--- config.mk ---
export PLATFORM = sky130hd
export DESIGN_NAME = rotimm_codec
export DESIGN_NICKNAME = d
export VERILOG_FILES = /design/src/rtl/rotimm_pkg.sv /design/src/rtl/rotimm_barrel.sv /design/src/rtl/rotimm_search.sv /design/src/rtl/rotimm_codec.sv
export SDC_FILE = /design/constraint.sdc
export NUM_CORES = 1
export LEC_CHECK = 0
export CAP_MARGIN = 0
export CORE_ASPECT_RATIO = 0.8
export CORE_MARGIN = 2
export CORE_UTILIZATION = 55
export CTS_CLUSTER_SIZE = 12
export DETAILED_ROUTE_END_ITERATION = 16
export PLACE_DENSITY = 0.95
export SYNTH_ARGS = -nofsm -noshare
export SYNTH_HDL_FRONTEND = slang
export SYNTH_SLANG_ARGS = --single-unit
--- constraint.sdc ---
create_clock -name clk -period 5.05 [get_ports clk]
set_clock_uncertainty 0.2 [all_clocks]
set_input_delay 1.01 -clock clk [delete_from_list [all_inputs] [get_ports clk]]
set_output_delay 1.01 -clock clk [all_outputs]
set_load 0.02 [all_outputs]
--- src/rtl/rotimm_pkg.sv ---
package rotimm_pkg;
    localparam int WORD_W  = 32;
    localparam int PAY_W   = 8;
    localparam int ROT_W   = 4;
    localparam int FIELD_W = PAY_W + ROT_W;
    localparam int AMT_W   = ROT_W + 1;
    localparam int STEPS   = 1 << ROT_W;

    typedef struct packed {
        logic              busy;
        logic              done;
        logic              valid;
        logic [PAY_W-1:0]  payload;
        logic [ROT_W-1:0]  rot;
        logic [ROT_W-1:0]  idx;
        logic [WORD_W-1:0] value;
    } search_t;
endpackage

--- src/rtl/rotimm_barrel.sv ---
module rotimm_barrel #(
    parameter int  W    = 32,
    parameter int  SH_W = 5,
    parameter bit  LEFT = 1'b0
) (
    input  logic [W-1:0]    din,
    input  logic [SH_W-1:0] amt,
    output logic [W-1:0]    dout
);
    logic [W-1:0] stg [0:SH_W];

    assign stg[0] = din;

    for (genvar s = 0; s < SH_W; s++) begin : g_stage
        localparam int K = (1 << s) % W;
        logic [W-1:0] moved;
        if (K == 0) begin : g_none
            assign moved = stg[s];
        end else if (LEFT) begin : g_left
            assign moved = {stg[s][W-1-K:0], stg[s][W-1:W-K]};
        end else begin : g_right
            assign moved = {stg[s][K-1:0], stg[s][W-1:K]};
        end
        assign stg[s+1] = amt[s] ? moved : stg[s];
    end

    assign dout = stg[SH_W];
endmodule

--- src/rtl/rotimm_search.sv ---
module rotimm_search
    import rotimm_pkg::*;
(
    input  logic              clk,
    input  logic              rst_n,
    input  logic              req,
    input  logic [WORD_W-1:0] value,
    output logic              busy,
    output logic              done,
    output logic              valid,
    output logic [PAY_W-1:0]  payload,
    output logic [ROT_W-1:0]  rot
);
    localparam logic [ROT_W-1:0] LAST_IDX = ROT_W'(STEPS - 1);

    search_t st_d, st_q;
    logic [WORD_W-1:0] window;
    logic              fits;

    rotimm_barrel #(.W(WORD_W), .SH_W(AMT_W), .LEFT(1'b1)) u_undo (
        .din  (st_q.value),
        .amt  ({st_q.idx, 1'b0}),
        .dout (window)
    );

    assign fits = ~|window[WORD_W-1:PAY_W];

    always_comb begin
        st_d      = st_q;
        st_d.done = 1'b0;
        if (!st_q.busy) begin
            if (req) begin
                st_d.busy  = 1'b1;
                st_d.value = value;
                st_d.idx   = '0;
            end
        end else if (fits) begin
            st_d.busy    = 1'b0;
            st_d.done    = 1'b1;
            st_d.valid   = 1'b1;
            st_d.payload = window[PAY_W-1:0];
            st_d.rot     = st_q.idx;
        end else if (st_q.idx == LAST_IDX) begin
            st_d.busy    = 1'b0;
            st_d.done    = 1'b1;
            st_d.valid   = 1'b0;
            st_d.payload = '0;
            st_d.rot     = '0;
        end else begin
            st_d.idx = st_q.idx + ROT_W'(1);
        end
    end

    always_ff @(posedge clk) begin
        if (!rst_n) st_q <= '0;
        else        st_q <= st_d;
    end

    assign busy    = st_q.busy;
    assign done    = st_q.done;
    assign valid   = st_q.valid;
    assign payload = st_q.payload;
    assign rot     = st_q.rot;
endmodule

--- src/rtl/rotimm_codec.sv ---
module rotimm_codec
    import rotimm_pkg::*;
(
    input  logic               clk,
    input  logic               rst_n,
    input  logic               enc_req,
    input  logic [WORD_W-1:0]  enc_value,
    output logic               enc_busy,
    output logic               enc_done,
    output logic               enc_valid,
    output logic [PAY_W-1:0]   enc_payload,
    output logic [ROT_W-1:0]   enc_rot,
    input  logic [FIELD_W-1:0] dec_field,
    output logic [WORD_W-1:0]  dec_value
);
    rotimm_search u_search (
        .clk     (clk),
        .rst_n   (rst_n),
        .req     (enc_req),
        .value   (enc_value),
        .busy    (enc_busy),
        .done    (enc_done),
        .valid   (enc_valid),
        .payload (enc_payload),
        .rot     (enc_rot)
    );

    rotimm_barrel #(.W(WORD_W), .SH_W(AMT_W), .LEFT(1'b0)) u_expand (
        .din  ({{(WORD_W-PAY_W){1'b0}}, dec_field[PAY_W-1:0]}),
        .amt  ({dec_field[FIELD_W-1:PAY_W], 1'b0}),
        .dout (dec_value)
    );
endmodule

==> impl_metrics.csv, run 1 <==
group,metric,value,unit
layout,layout-drive-gt1-share,0.0987,
sta,relSlewSlack,0.144,
global_routing,grt-busiest-layer,"met2",
global_routing,met1_usage,0.406,
clocking,cts_resized,0,
layout,area_growth,23.4,%
critical_path,crit_fanout,12,
clocking,cts_buffers,5,
critical_path,end_kind,"primary output",
placement,port_buffers,93,
layout,final_cells,634,
placement,placed_cells,626,
layout,diodes,0,
clocking,clk_path_buf_depth,2,
sta,max_clock_freq,216,MHz
sta,fin_crit,4640,ps
floorplanning,initial_core_util,0.566,
power,ir_worst_vdd,0.133,mV
drt,vias_per_cell,6.36,
synth,synth_nets,541,
synth,synth_cell_types,51,
floorplanning,fp.dieH,79.3,microns
sta,setup_viol,0,
drt,vias,4031,
global_routing,grt_max_degree,49,
critical_path,max_stage_delay,770,ps
clocking,path_clk_slew,90,ps
sta,finalCritPeriodShare,0.918,
critical_path,slowest_stage,"clkdlybuf4s50_1",
critical_path,crit_path_start_kind,"input port",
global_routing,use_met3,0.0475,
critical_path,crit_chain,"clkdlybuf4s50_1 -> mux2_2 -> o21ai_0 -> mux2_2 -> nor2_1 -> clkdlybuf4s50_1",
synth,yosysWarnings,0,
clocking,ctsRootBufferMaster,"clkbuf_8",
clocking,postCtsSetupRepairBufs,0,
power,p_per_area,223,nW/um^2
sta,tightest_slew,1280,ps
global_routing,grt_pass1_wl,18.3,mm
synth,ys_async_sr_fraction,0,
power,p_leak,1.70,nW
sta,drv_slew,0,
drt,drt_first_pass_iters,5,
synth,ys_ff_latch,51,
drt,drt_iter0_drc,452,
global_routing,groute.usage.overall,0.288,
drt,drt_wl_total,11.3,mm
global_routing,grt_pass1_vias,3635,
clocking,cts_max_level,2,
layout,fin_nets,594,
synth,syn_area_per_cell,7.91,sq um
global_routing,antenna_found_initial,0,
drt,ant_nets,0,
drt,wl_per_cell,17.8,microns
critical_path,cp.required,3840,ps
placement,dp_hpwl,8.39,mm
synth,ys.flop_type,"dfxtp_1",
synth,syn_inst,493,
flow_run,max-cap-violations,0,
sta,hold_violations,0,
layout,fill_cells,571,
floorplanning,die_x,98.2,microns
min_path,hold_path_class,"flop to flop",
placement,gp_congestion,0.989,
sta,tns,0,ps
critical_path,crit_type,"input port to primary output",
clocking,cts_tree,"done",
floorplanning,row_count,27,
drt,drc,0,
synth,syn_area,3900,sq um
critical_path,worst_ep_arrival_time,3430,ps
synth,synth_edf_count,0,
clocking,hold_buffers,0,
floorplanning,die_area,7790,sq um
clocking,cts.sinks,51,
layout,layout_common_cells,"clkdlybuf4s50_1, nand2_1, dfxtp_1",
outcome,status,"finished, final reports clean",
floorplanning,ios,94,
clocking,clkLatencyLatePin,310,ps
synth,ys_seq_area_frac,0.262,
floorplanning,core_area,6890,sq um
global_routing,gr-total-overflow,0,
layout,mostFrequentLayoutCell,"clkdlybuf4s50_1",
sta,rsz0062_at_grt,"no",
global_routing,grt_util_met2,0.465,
-- worst max-delay path, delay by kind of cell --
| family | cells | cell delay (ps) |
|---|---|---|
| and+or+nand+nor | 1 | 40 |
| AOI/OAI and AO/OA | 1 | 380 |
| muxes | 2 | 660 |
| buffers and inverters | 2 | 1320 |
-- report_power, final --
part	switching (W)	internal [W]	total [W]
sequential	0.0000400	0.000421	0.000461
clock	0.000144	0.000148	0.000291
combinational	0.000166	0.000156	0.000321
total	0.000349	0.000725	0.00107
-- cell families after synthesis --
family,synth area share
flops,0.262
compound gates,0.244
fa+ha+maj,0.00321
simple gates,0.223
buf+inv,0.0783
mux,0.190
-- final cells by class --
cell class	count	area (sq um)	share of cell area
clock buffer	5	68.8	0.0143
clock inverter	3	43.8	0.00909
inverter	5	18.8	0.00390
multi-input combinational	384	2580	0.535
sequential	51	1020	0.212
tap	87	109	0.0226
timing repair buffer	99	976	0.203
-- cells in the mapped netlist (2+ instances only) --
cell | n | area (sq um)
nand2_1 | 88 | 330
dfxtp_1 | 51 | 1020
nor2_1 | 49 | 184
a21boi_0 | 36 | 270
clkbuf_1 | 23 | 86.3
mux2i_1 | 20 | 200
o21ai_0 | 17 | 85.1
a21oi_1 | 16 | 80.1
mux2_2 | 16 | 180
mux4_2 | 16 | 360
nor3_1 | 16 | 80.1
buf_4 | 15 | 113
o22ai_1 | 13 | 81.3
a22o_1 | 12 | 105
nor2b_1 | 9 | 56.3
a211oi_1 | 8 | 60.1
nand3_1 | 8 | 40.0
and2_1 | 7 | 43.8
buf_2 | 7 | 35.0
nand2b_1 | 6 | 37.5
buf_1 | 5 | 18.8
inv_1 | 5 | 18.8
a22oi_1 | 4 | 30.0
a31oi_1 | 4 | 25.0
or2_2 | 4 | 25.0
a2111oi_0 | 3 | 26.3
buf_6 | 3 | 33.8
o31ai_1 | 3 | 22.5
or4_1 | 3 | 22.5
a211o_1 | 2 | 17.5
and3_1 | 2 | 12.5
o211ai_1 | 2 | 15.0
o22a_1 | 2 | 17.5
-- routing by layer --
layer / up-vias / share of wire
li1: 1876 / -
met1: 1900 / 0.43
met2: 235 / 0.47
met3: 20 / 0.090
met4: 0 / 0.013
met5: - / 0
-- per-stage QoR --
stage          power (W)  utilization  cell area (sq um)  setup slack (ps)  hold WS [ps]
2_1_floorplan   0.000664            -               3900              1550           250
3_3_place_gp    0.000771        0.682               4700               574           232
3_5_place_dp    0.000783        0.682               4700               453           243
4_1_cts          0.00107        0.699               4820               453           263
5_1_grt          0.00112        0.699               4820               374           280
6_report         0.00107        0.699               4820               413           259
-- path summary, 6_finish.rpt --
kind / from / slack, ps / cells past startpoint / end
hold / removal: u_search.valid / 260 / 1 / u_search.valid
setup / recovery: dec_field[8] / 410 / 6 / dec_value[27]
setup reg to reg: u_search.st_q[33] / 1080 / 9 / u_search.payload[3]
hold reg to reg: u_search.valid / 260 / 1 / u_search.valid
-- sequential cells by signal, indices dropped and copies added (netlist names) --
register	count
u_search.st_q	36
u_search.payload	8
u_search.rot	4
u_search.busy	1
u_search.valid	1
u_search.done	1
No activity file was read; power rests on OpenSTA's default activity.
==> run 2, diff against run 1 <==
--- a/config.mk
+++ b/config.mk
@@ -6,12 +6,11 @@
 export NUM_CORES = 1
 export LEC_CHECK = 0
 export CAP_MARGIN = 0
-export CORE_ASPECT_RATIO = 0.8
 export CORE_MARGIN = 2
-export CORE_UTILIZATION = 55
+export CORE_UTILIZATION = 51
 export CTS_CLUSTER_SIZE = 12
 export DETAILED_ROUTE_END_ITERATION = 16
-export PLACE_DENSITY = 0.95
+export PLACE_DENSITY = 0.9
 export SYNTH_ARGS = -nofsm -noshare
 export SYNTH_HDL_FRONTEND = slang
 export SYNTH_SLANG_ARGS = --single-unit
==> constraint.sdc (replaced) <==
create_clock -name clk -period 5.2 [get_ports clk]
set_clock_uncertainty 0.2 [all_clocks]
set_input_delay 1.04 -clock clk [delete_from_list [all_inputs] [get_ports clk]]
set_output_delay 1.04 -clock clk [all_outputs]
set_load 0.02 [all_outputs]
==> impl_metrics.csv, run 2 (synthesized netlist as in run 1, its figures left out) <==
group,metric,value,unit
outcome,status,"finished, final reports clean",
clocking,cts.sinks,51,
floorplanning,die_x,91.5,microns
drt,drt_first_pass_iters,5,
clocking,cts_buffers,5,
critical_path,crit_fanout,12,
sta,relSlewSlack,0.241,
layout,fill_cells,599,
clocking,path_clk_slew,100,ps
floorplanning,ios,94,
critical_path,cp.required,3960,ps
drt,vias_per_cell,5.98,
global_routing,grt_pass1_vias,3535,
floorplanning,row_count,31,
flow_run,max-cap-violations,0,
critical_path,worst-path-buf-inv,2,
critical_path,path_common_cell,"clkdlybuf4s50_1",
global_routing,grt_max_degree,49,
layout,largest_register_ffs,36,
sta,max_clock_freq,218,MHz
layout,multi_input_area,2580,sq um
floorplanning,die_area,8360,sq um
global_routing,gr-total-overflow,0,
power,p_leak,1.69,nW
drt,wl_per_cell,15.9,microns
power,p_per_area,206,nW/um^2
sta,setup_viol,0,
critical_path,crit_path_start_kind,"input port",
clocking,cts_max_level,2,
critical_path,slowest_stage,"clkdlybuf4s50_1",
sta,tightest_slew,1130,ps
global_routing,grt_pass1_wl,17.1,mm
clocking,hold_buffers,0,
global_routing,groute.usage.overall,0.246,
clocking,clk_path_buf_depth,2,
drt,drt_iter0_drc,361,
clocking,cts_resized,0,
layout,register_area,1020,sq um
critical_path,max_stage_delay,760,ps
drt,drt_wl_total,10.3,mm
sta,drv_slew,0,
drt,vias,3856,
drt,ant_nets,0,
critical_path,worst_ep_arrival_time,3340,ps
layout,mostFrequentLayoutCell,"clkdlybuf4s50_1",
sta,fin_crit,4580,ps
layout,diodes,0,
critical_path,cp_top_family,"buffers and inverters",
placement,gp_congestion,0.920,
layout,layout_common_cells,"clkdlybuf4s50_1, nand2_1, dfxtp_1",
power,ir_worst_vdd,0.112,mV
layout,fin_nets,593,
layout,top_register,"u_search.st_q",
clocking,postCtsSetupRepairBufs,0,
layout,area_growth,23.0,%
critical_path,crit_chain,"clkdlybuf4s50_1 -> mux2_2 -> a22oi_1 -> o21ai_0 -> and2_1 -> clkdlybuf4s50_1",
clocking,ctsRootBufferMaster,"clkbuf_8",
min_path,hold_path_class,"flop to flop",
clocking,clkLatencyLatePin,310,ps
critical_path,crit_type,"input port to primary output",
placement,port_buffers,93,
sta,rsz0062_at_grt,"no",
sta,tns,0,ps
floorplanning,fp.dieH,91.5,microns
power,power,0.000987,W
global_routing,antenna_found_initial,0,
placement,dp_hpwl,7.67,mm
sta,finalCritPeriodShare,0.881,
layout,fin_util,0.655,
floorplanning,initial_core_util,0.532,
drt,drc,0,
layout,layout-drive-gt1-share,0.0971,
clocking,cts_tree,"done",
sta,hold_violations,0,
critical_path,end_kind,"primary output",
floorplanning,core_area,7330,sq um
[run 2: cell types whose count changed in the layout (fill, tap and decap cells not counted), sizes merged]
cell    change
buf         -1
bufinv      -1
inv         +1
[run 2: metal layers]
metal | share of wire | global-route usage
met5 | 0 | 0
met4 | 0.020 | 0.0732
met3 | 0.063 | 0.0349
met2 | 0.48 | 0.403
met1 | 0.44 | 0.335
[run 2: worst paths after layout]
path	depth (start not counted)	start	slack (ps)	to
min reg2reg	1	u_search.valid	260	u_search.valid
max	6	dec_field[8]	620	dec_value[15]
min	1	u_search.valid	260	u_search.valid
max reg2reg	8	u_search.st_q[33]	1170	u_search.rot[2]
[run 2: cell type report]
type / instances / share of cell area
clock buffer: 5 / 0.0143
tap: 99 / 0.0258
multi-input combinational: 384 / 0.537
timing repair buffer: 98 / 0.202
clock inverter: 3 / 0.00391
sequential: 51 / 0.213
inverter: 5 / 0.00391
[run 2: power by group]
group          leakage [nW]  total (W)  switching, W  internal, W
clock network        0.0483   0.000236      0.000141    0.0000951
logic                  1.22   0.000300      0.000149     0.000151
registers             0.417   0.000451     0.0000420     0.000409
[run 2: stage by stage]
step	worst slack [ps]	hold slack, ps	instance area [sq um]	std cells
2_1_floorplan	1640	250	3900	493
3_3_place_gp	726	239	4710	637
3_5_place_dp	628	247	4710	637
4_1_cts	610	270	4800	645
5_1_grt	470	297	4800	645
6_report	617	265	4800	645
[run 2: worst register-to-register path, cell delays in order (launching register included)]
cell      delay (ps)
dfxtp_2          980
mux4_2           630
or4_1            500
a211oi_1         230
a31o_1           150
o21bai_1         110
nand3_1          390
a22o_1           470
a22o_1           280
==> run 3, diff against run 2 <==
--- a/config.mk
+++ b/config.mk
@@ -7,10 +7,10 @@
 export LEC_CHECK = 0
 export CAP_MARGIN = 0
 export CORE_MARGIN = 2
-export CORE_UTILIZATION = 51
+export CORE_UTILIZATION = 55
 export CTS_CLUSTER_SIZE = 12
 export DETAILED_ROUTE_END_ITERATION = 16
-export PLACE_DENSITY = 0.9
+export PLACE_DENSITY = 0.95
 export SYNTH_ARGS = -nofsm -noshare
 export SYNTH_HDL_FRONTEND = slang
 export SYNTH_SLANG_ARGS = --single-unit
==> constraint.sdc (replaced) <==
create_clock -name clk -period 5.28 [get_ports clk]
set_clock_uncertainty 0.2 [all_clocks]
set_input_delay 1.056 -clock clk [delete_from_list [all_inputs] [get_ports clk]]
set_output_delay 1.056 -clock clk [all_outputs]
set_load 0.02 [all_outputs]
==> impl_metrics.csv, run 3 (synthesized netlist as in run 1, its figures left out) <==
group,metric,value,unit
floorplanning,fp.dieH,88.2,microns
critical_path,reg2reg_depth,8,
sta,finalCritPeriodShare,0.882,
power,switching_share,0.308,
floorplanning,initial_core_util,0.571,
layout,fin_area,4840,sq um
drt,vias,3877,
sta,tns,0,ps
floorplanning,row_count,30,
sta,hold_ws,259,ps
drt,drt_iter0_drc,294,
critical_path,end_kind,"primary output",
global_routing,antenna_found_initial,0,
floorplanning,ios,94,
critical_path,worst_ep_arrival_time,3400,ps
layout,final_cells,641,
clocking,clkLatencyLatePin,310,ps
placement,placed_cells,633,
sta,rsz0062_at_grt,"no",
placement,dp_hpwl,7.71,mm
critical_path,cp.required,4020,ps
sta,drv_slew,0,
floorplanning,core_area,6830,sq um
global_routing,grt_pass1_wl,16.7,mm
global_routing,grt_pass1_vias,3447,
sta,hold_violations,0,
layout,fill_cells,566,
layout,area_growth,24.1,%
sta,relSlewSlack,0.223,
floorplanning,die_x,88.2,microns
sta,tightest_slew,1160,ps
layout,mostFrequentLayoutCell,"clkdlybuf4s50_1",
drt,wl_per_cell,16.2,microns
critical_path,crit_type,"input port to primary output",
sta,max_clock_freq,215,MHz
power,ir_worst_vdd,0.176,mV
min_path,hold_path_class,"flop to flop",
layout,fin_nets,592,
global_routing,grt_max_degree,48,
clocking,postCtsSetupRepairBufs,0,
placement,gp_congestion,0.944,
global_routing,gr-total-overflow,0,
clocking,ctsRootBufferMaster,"clkbuf_8",
drt,drc,0,
drt,vias_per_cell,6.05,
power,p_leak,1.71,nW
clocking,clk_path_buf_depth,2,
critical_path,crit_fanout,12,
placement,pre_cts_slack,655,ps
power,p_int,0.000743,W
clocking,cts_resized,0,
clocking,cts_max_level,2,
layout,layout_common_cells,"clkdlybuf4s50_1, nand2_1, dfxtp_1",
drt,drt_wl_total,10.4,mm
power,sequentialPowerShare,0.410,
layout,diodes,0,
power,switchingPower,0.000331,W
sta,setup_viol,0,
drt,ant_nets,0,
clocking,cts.sinks,51,
clocking,cts_tree,"done",
layout,layout-drive-gt1-share,0.0954,
outcome,status,"finished, final reports clean",
clocking,hold_buffers,0,
floorplanning,die_area,7780,sq um
layout,top_register,"u_search.st_q",
min_path,min_path_cells,1,
drt,drt_first_pass_iters,5,
sta,finalWorstSetupSlack,622,ps
critical_path,crit_path_start_kind,"input port",
layout,largest_register_ffs,36,
global_routing,groute.usage.overall,0.268,
placement,port_buffers,93,
power,combPwrFrac,0.280,
placement,place_area,4700,sq um
clocking,path_clk_slew,100,ps
sta,fin_crit,4660,ps
clocking,cts_buffers,5,
power,clockPowerShare,0.311,
power,p_per_area,222,nW/um^2
flow_run,max-cap-violations,0,
## run 3: changes by cell type in the layout (fill, tap and decap cells not counted)
cell and delta:
buf_4 -1, bufinv_16 +2, clkinv_2 -2, inv_6 -1
inv_8 +1
## run 3: cell type report
cell class | count | area [sq um] | area share
multi-input cells | 384 | 2580 | 0.533
flip-flops and latches | 51 | 1020 | 0.211
repair buffers | 97 | 961 | 0.199
well taps | 96 | 120 | 0.0248
clock inverters | 3 | 71.3 | 0.0147
clock buffers | 5 | 68.8 | 0.0142
inverters | 5 | 18.8 | 0.00388
## run 3: per-stage QoR
stage,util,power (W)
2_1_floorplan,-,0.000635
3_3_place_gp,0.688,0.000736
3_5_place_dp,0.688,0.000745
4_1_cts,0.708,0.00108
5_1_grt,0.708,0.00112
6_report,0.708,0.00107
## run 3: worst max-delay path, stage by stage
cell	delay, ps
clkdlybuf4s50_1	790
mux2_2	410
o21ai_0	300
mux2_2	250
nor2_1	50
clkdlybuf4s50_1	550
## run 3: final timing paths
path                                        start             endpoint  slack, ps
worst min register to register     u_search.valid       u_search.valid        260
worst min-delay path               u_search.valid       u_search.valid        260
worst max-delay path                 dec_field[8]        dec_value[27]        620
worst max register to register  u_search.st_q[33]  u_search.payload[4]       1170
## run 3: metal layers
layer  track usage  up-vias  wire (microns)
li1              -     1877               -
met3        0.0392       14             777
met5             0        -               0
met1         0.366     1813            4480
met2         0.452      173            5000
met4        0.0620        0             143
## run 3: power groups by stage
stage / sequential [W] / combinational (W) / clock [W]
floorplan: 0.000431 / 0.000204 / 0
detailed placement: 0.000448 / 0.000298 / 0
global route: 0.000444 / 0.000327 / 0.000353
global placement: 0.000446 / 0.000289 / 0
finish: 0.000440 / 0.000301 / 0.000334
CTS: 0.000439 / 0.000299 / 0.000337
